$ cat config.mk
export PLATFORM = sky130hd
export DESIGN_NAME = ftc_timer
export DESIGN_NICKNAME = d
export VERILOG_FILES = /design/src/rtl/ftc_pkg.sv /design/src/rtl/ftc_prescaler.sv /design/src/rtl/ftc_counter.sv /design/src/rtl/ftc_timer.sv
export SDC_FILE = /design/constraint.sdc
export NUM_CORES = 1
export LEC_CHECK = 0
export CAP_MARGIN = 10
export CORE_ASPECT_RATIO = 1.25
export CORE_MARGIN = 2
export CORE_UTILIZATION = 45
export CTS_BUF_LIST = sky130_fd_sc_hd__clkbuf_4 sky130_fd_sc_hd__clkbuf_8
export DETAILED_ROUTE_END_ITERATION = 6
export GPL_ROUTABILITY_DRIVEN = 0
export PLACE_DENSITY = 0.67
export SYNTH_ARGS = -nofsm -noshare
export SYNTH_HDL_FRONTEND = slang
export SYNTH_HIERARCHICAL = 1
export SYNTH_SLANG_ARGS = --single-unit
$ cat constraint.sdc
create_clock -name clk -period 4.7 [get_ports clk]
set_input_delay 1.175 -clock clk [delete_from_list [all_inputs] [get_ports clk]]
set_output_delay 1.175 -clock clk [all_outputs]
set_load 0.01 [all_outputs]
$ cat src/rtl/ftc_pkg.sv
package ftc_pkg;
    localparam int unsigned REG_ADDR_W = 3;

    typedef enum logic [REG_ADDR_W-1:0] {
        REG_CTRL   = 3'd0,
        REG_PRESC  = 3'd1,
        REG_STAT   = 3'd2,
        REG_CNT_HI = 3'd3,
        REG_CNT_LO = 3'd4
    } ftc_reg_e;

    localparam int unsigned CTRL_RUN_BIT = 0;
    localparam int unsigned CTRL_IE_BIT  = 1;
    localparam int unsigned STAT_OVF_BIT = 0;
endpackage

$ cat src/rtl/ftc_prescaler.sv
module ftc_prescaler #(
    parameter int unsigned SEL_W = 3
) (
    input  logic             clk,
    input  logic             rst_n,
    input  logic             en_i,
    input  logic             restart_i,
    input  logic [SEL_W-1:0] sel_i,
    output logic             tick_o
);
    localparam int unsigned DIV_W = (1 << SEL_W) - 1;

    logic [DIV_W-1:0] div_d, div_q, mask;
    logic [DIV_W:0]   one_hot;

    always_comb begin
        one_hot = (DIV_W+1)'(1) << sel_i;
        mask    = DIV_W'(one_hot - 1'b1);
        tick_o  = en_i && !restart_i && (div_q == mask);
        if (!en_i || restart_i || tick_o) begin
            div_d = '0;
        end else begin
            div_d = div_q + 1'b1;
        end
    end

    always_ff @(posedge clk or negedge rst_n) begin
        if (!rst_n) begin
            div_q <= '0;
        end else begin
            div_q <= div_d;
        end
    end


    tick_gap_chk: assert property (@(posedge clk) disable iff (!rst_n)
        (tick_o && sel_i != '0) |=> !tick_o);
endmodule

$ cat src/rtl/ftc_counter.sv
module ftc_counter #(
    parameter int unsigned CNT_W = 16
) (
    input  logic             clk,
    input  logic             rst_n,
    input  logic             tick_i,
    output logic [CNT_W-1:0] cnt_o,
    output logic             wrap_o
);
    localparam logic [CNT_W-1:0] ONE = {{(CNT_W-1){1'b0}}, 1'b1};

    logic [CNT_W-1:0] cnt_d, cnt_q;

    always_comb begin
        cnt_d  = tick_i ? cnt_q + ONE : cnt_q;
        wrap_o = tick_i && (cnt_q == '1);
        cnt_o  = cnt_q;
    end

    always_ff @(posedge clk or negedge rst_n) begin
        if (!rst_n) begin
            cnt_q <= '0;
        end else begin
            cnt_q <= cnt_d;
        end
    end


    step_one_chk: assert property (@(posedge clk) disable iff (!rst_n)
        1'b1 |=> (cnt_q == $past(cnt_q) || cnt_q == $past(cnt_q) + ONE));


    wrap_zero_chk: assert property (@(posedge clk) disable iff (!rst_n)
        wrap_o |=> (cnt_q == '0));
endmodule

$ cat src/rtl/ftc_timer.sv
module ftc_timer
    import ftc_pkg::*;
#(
    parameter int unsigned CNT_W = 16,
    parameter int unsigned SEL_W = 3
) (
    input  logic                  clk,
    input  logic                  rst_n,
    input  logic                  wr_en,
    input  logic                  rd_en,
    input  logic [REG_ADDR_W-1:0] addr,
    input  logic [CNT_W/2-1:0]    wdata,
    output logic [CNT_W/2-1:0]    rdata,
    output logic                  irq
);
    localparam int unsigned DATA_W = CNT_W / 2;
    localparam int unsigned HALF   = DATA_W;

    typedef struct packed {
        logic             run;
        logic             ie;
        logic [SEL_W-1:0] sel;
        logic             ovf;
        logic [HALF-1:0]  lo;
    } regs_t;

    regs_t            r_d, r_q;
    logic             tick_w, wrap_w;
    logic [CNT_W-1:0] cnt_w;
    logic             wr_ctrl, wr_presc, wr_stat, rd_hi, clr_req;
    logic             unused_wdata;

    assign unused_wdata = ^wdata[DATA_W-1:SEL_W];

    ftc_prescaler #(.SEL_W(SEL_W)) u_presc (
        .clk      (clk),
        .rst_n    (rst_n),
        .en_i     (r_q.run),
        .restart_i(wr_presc),
        .sel_i    (r_q.sel),
        .tick_o   (tick_w)
    );

    ftc_counter #(.CNT_W(CNT_W)) u_cnt (
        .clk   (clk),
        .rst_n (rst_n),
        .tick_i(tick_w),
        .cnt_o (cnt_w),
        .wrap_o(wrap_w)
    );

    always_comb begin
        wr_ctrl  = wr_en && (addr == REG_CTRL);
        wr_presc = wr_en && (addr == REG_PRESC);
        wr_stat  = wr_en && (addr == REG_STAT);
        rd_hi    = rd_en && (addr == REG_CNT_HI);
        clr_req  = wr_stat && wdata[STAT_OVF_BIT];

        r_d = r_q;
        if (wr_ctrl) begin
            r_d.run = wdata[CTRL_RUN_BIT];
            r_d.ie  = wdata[CTRL_IE_BIT];
        end
        if (wr_presc) begin
            r_d.sel = wdata[SEL_W-1:0];
        end
        if (wrap_w) begin
            r_d.ovf = 1'b1;
        end else if (clr_req) begin
            r_d.ovf = 1'b0;
        end
        if (rd_hi) begin
            r_d.lo = cnt_w[HALF-1:0];
        end

        irq = r_q.ovf && r_q.ie;

        case (ftc_reg_e'(addr))
            REG_CTRL:   rdata = DATA_W'({r_q.ie, r_q.run});
            REG_PRESC:  rdata = DATA_W'(r_q.sel);
            REG_STAT:   rdata = DATA_W'(r_q.ovf);
            REG_CNT_HI: rdata = cnt_w[CNT_W-1:HALF];
            REG_CNT_LO: rdata = r_q.lo;
            default:    rdata = '0;
        endcase
    end

    always_ff @(posedge clk or negedge rst_n) begin
        if (!rst_n) begin
            r_q <= '0;
        end else begin
            r_q <= r_d;
        end
    end


    hold_stopped_chk: assert property (@(posedge clk) disable iff (!rst_n)
        !r_q.run |=> $stable(cnt_w));


    ovf_set_chk: assert property (@(posedge clk) disable iff (!rst_n)
        wrap_w |=> r_q.ovf);


    ovf_sticky_chk: assert property (@(posedge clk) disable iff (!rst_n)
        (r_q.ovf && !clr_req) |=> r_q.ovf);


    lo_capture_chk: assert property (@(posedge clk) disable iff (!rst_n)
        rd_hi |=> (r_q.lo == $past(cnt_w[HALF-1:0])));
endmodule

# After elaboration in Yosys (flattened, before gate mapping)
# Cells that the tools add are included.
[classes]
n_addsub = 3
n_eq_ne = 6
n_shift = 1
muxes = 4
n_reduce_logical = 15
[op_table]
columns = ["op", "n"]
rows = [
  ["one-hot mux 8 bit (5 select lines)", 1],
  ["adder 16 x 1 -> 16 bit (second input constant)", 1],
  ["== test 16 bit (second input constant)", 1],
  ["logical AND 1 bit", 9],
  ["adder 7 x 1 -> 7 bit (second input constant)", 1],
  ["== test 7 bit", 1],
  ["two-way mux 7 bit", 1],
  ["left shift 1 x 3 -> 7 bit (first input constant)", 1],
  ["subtractor 7 x 1 -> 7 bit (second input constant)", 1],
  ["== test 3 x 2 -> 1 bit (second input constant)", 2],
  ["== test 3 x 1 -> 1 bit (second input constant)", 1],
  ["== test 3 bit (second input constant)", 1],
  ["logical NOT 3 bit", 1],
  ["logical NOT 1 bit", 2],
  ["logical OR 1 bit", 2],
  ["two-way mux 1 bit", 2],
  ["nonzero test 2 bit", 1],
]
[word_totals]
reg_bits = 37
in_bits = 15
wordCells = 36

# Depth between registers and ports, before layout
[logic_depth]
word_depth = 7
depth_mapped = 11
mapped_depth_nobuf = 8

# Hierarchy
# The synthesis kept the hierarchy.
[modules_own_cells]
columns = ["module", "instances", "cells_each", "area_each_um2", "seq_area_each_um2"]
rows = [
  ["ftc_timer", 1, 60, 795.8, 350.3],
  ["ftc_counter", 1, 64, 752.0, 400.4],
  ["ftc_prescaler", 1, 56, 490.5, 175.2],
]

# Worst setup path after synthesis
# Ideal clock, no wire load.
[synth_path]
kind = "input-to-output"
start = "input addr[1]"
end = "output rdata[3]"
arrival_time_ps = 1989
required_ps = 3525
path_slack_ps = 1536
path_stages = 3
n_path_buf = 1
path_cell_list = "buf_2 -> nor3b_1 -> a22o_1"
[synth_via]
elab_chain_cells = 2
word_cells_on_any_way = 6
[synth_rtl]
columns = ["element", "line_no", "rtl"]
rows = [
  ["from (decl)", "ftc_timer.sv:11", "input logic [REG_ADDR_W-1:0] addr,"],
  ["== test 3 bit (tied with other cells)", "ftc_timer.sv:78", "case (ftc_reg_e'(addr))"],
  ["one-hot mux 8 bit (5 select lines) (*)", "ftc_timer.sv:78", ""],
  ["to (decl)", "ftc_timer.sv:13", "output logic [CNT_W/2-1:0] rdata,"],
]
# Mark *: on every way between the ends. The rest lies on a longest branch, timed or not.

# Final worst setup path
[layout_path]
start = "input addr[2]"
end = "output rdata[1]"
# Same word-level chain as after synthesis.

==> out/qor.yml <==
status: "finished, final reports clean"
num_vias: 1480
yosysMostFrequentCell: "dfrtp_1"
clkSinkCount: 37
pwr-share-clk: 0.282
cts-root-buf: "clkbuf_8"
port_buffers: 18
vdd_drop_max_mv: 0.200
syn_area_per_cell_sq_um: 11.3
die_height_um: 79.2
yosys-top-cells-count: "dfrtp_1, xor2_1, nand2_1"
internal-power_w: 0.000565
cts_hold_buf: 0
r2r_cells: 8
synth_area_leaders: "dfrtp_1, xor2_1, mux2_4"
finish.utilization: 0.538
rsz0062_at_grt: "no"
cp_slowest_cell: "and3b_1"
hold_start: "u_cnt/cnt_o[13]"
tightest_slew_ps: 553
overflow: 0
r2r-end: "r_q[8]"
syn_area_sq_mm: 0.00204
clock_latency_ps: 290
die_area_sq_mm: 0.00509
layout-drive-gt1-share: 0.167
wl_per_cell_um: 15.9
io_pins: 24
cts_buffer_depth: 2
p_comb_frac: 0.198
syn_to_final_growth_pct: 16.0
antenna_found_initial: 0
fin_crit_ps: 4230
worst_path_most_repeated_cell: "clkdlybuf4s50_1"
slew_headroom: 0.629
maxSlewViolCount: 0
synth_edf_count: 0
setup_slack_ps: 474
crit_fanout: 8
min_path_type: "register to register"
crit_type: "input port to output port"
synth-seq-cells: 37
final_antenna_net_count: 0
clock.fmax_mhz: 237
initial_core_util: 0.464
worstPathArrival_ps: 3050
hpwl_um: 3060
n_antenna_cell: 0
die_x_um: 64.2
synth_top_area_share: 0.454
rows: 27
finalHoldViolCount: 0
syn_inst: 180
switchingPower_w: 0.000237
p_per_area_mw_per_mm2: 339
fin_hold_ws_ps: 517
dr.pass1.iters: 4
synth_cell_types: 43
routed_wl_um: 4140
reg2reg_from: "r_q[11]"
core_sq_mm: 0.00439
leakagePower_nw: 1.07
cts_tree: "built"
holdPathEnd: "u_cnt/cnt_o[13]"
grtUsageTotal: 0.180
critPathLaunchType: "input port"
drc_errors: 0
async_flop_share: 1.00
grt_first_pass_wirelength_um: 7040
cp_slowest_stage_delay_ps: 580
crit_buf_inv: 2
min_path_cells: 1
period_share: 0.899
grt_max_degree: 38
yosysSeqAreaShare: 0.454
p_sw_frac: 0.295
r2r_setup_slack_ps: 1730
ctsResizeCount: 0
worstPathCellList: "clkdlybuf4s50_1 -> and3b_1 -> nand2_1 -> nand3_1 -> clkdlybuf4s50_1"
drt-vias-per-instance: 5.67
setup_viol: 0
drt_iter0_markers: 99
finClkSkew_ps: 4.88
numCtsBuffers: 5
synth_ff_type: "dfrtp_1"
critPathCaptureType: "output port"
critical-path-top-delay-family: "buffers and inverters"
cts.clk_slew.worst_paths_ps: 60
power.share.sequential: 0.519
ys_warn_count: 6
final_nets: 219
tns_ps: 0
max-cap-violations: 0
syn_nets: 197
grt_pass1_vias: 1554
h-tree-depth: 2
place_ws_ps: 469
postCtsSetupRepairBufs: 0
power.total_w: 0.000801
cp.required_ps: 3520
yosys.area.top_type: "dfrtp_1"
==> worst max path at each step <==
stage	from	endpoint	slack (ps)	cells past startpoint
6_report	addr[2]	rdata[1]	470	5
5_1_grt	addr[2]	rdata[1]	390	5
2_1_floorplan	addr[1]	rdata[3]	1540	3
3_5_place_dp	addr[2]	rdata[2]	470	5
4_1_cts	addr[2]	rdata[2]	460	5
3_3_place_gp	addr[2]	rdata[2]	470	5
==> registers in the layout, indices dropped and copies added (netlist names) <==
| name | flops |
|---|---|
| u_cnt/cnt_o | 16 |
| r_q | 14 |
| u_presc/div_q | 7 |
==> cell usage in the layout, fill, tap and decap left out, types with 4 or more instances in the layout <==
cell / count
nor3_1: 4
o21ai_0: 4
nand4_1: 5
clkdlybuf4s50_1: 18
a22o_1: 6
buf_4: 4
nor4_1: 5
a211oi_1: 6
xnor2_1: 7
inv_1: 4
nand3_1: 7
dfrtp_1: 37
mux2_2: 7
clkbuf_8: 5
a21oi_1: 4
mux2_4: 8
nor2_1: 5
nand2b_1: 4
xor2_1: 15
nand2_1: 13
==> per-stage QoR <==
stage | area (sq um) | cells
detailed placement | 2270 | 253
finish | 2360 | 261
global placement | 2270 | 253
floorplan | 2040 | 180
CTS | 2360 | 261
global route | 2360 | 261
==> cells by family (layout without fill, tap and decap cells) <==
kind of cell,after synthesis,in the layout,share of synthesized area
compound gates,28,28,0.0945
simple gates,64,64,0.211
fa+ha+maj,2,2,0.0123
flops,37,37,0.454
mux,16,16,0.103
buf+inv,11,34,0.0307
xor+xnor,22,22,0.0945
==> metal layers <==
metal	vias to the layer above	global-route usage	wire, um
li1	697	-	-
met1	740	0.205	1700
met2	29	0.314	2180
met3	14	0.0439	123
met4	0	0.0872	132
met5	-	0	0
==> power groups by stage <==
stage	logic [W]	clock network (W)	registers, W
after floorplan	0.000126	0	0.000399
after global placement	0.000149	0	0.000419
after detailed placement	0.000159	0	0.000421
after CTS	0.000160	0.000235	0.000415
after global routing	0.000179	0.000247	0.000425
final	0.000159	0.000226	0.000416
==> area by class of cell <==
cell class / instances / area (sq um)
Timing Repair Buffer: 22 / 210
Sequential cell: 37 / 926
Clock buffer: 8 / 91.3
Inverter: 4 / 15.0
Multi-Input combinational cell: 132 / 1050
Fill cell: 399 / 2030
Tap cell: 58 / 72.6
(Power assumes the default switching activity.)
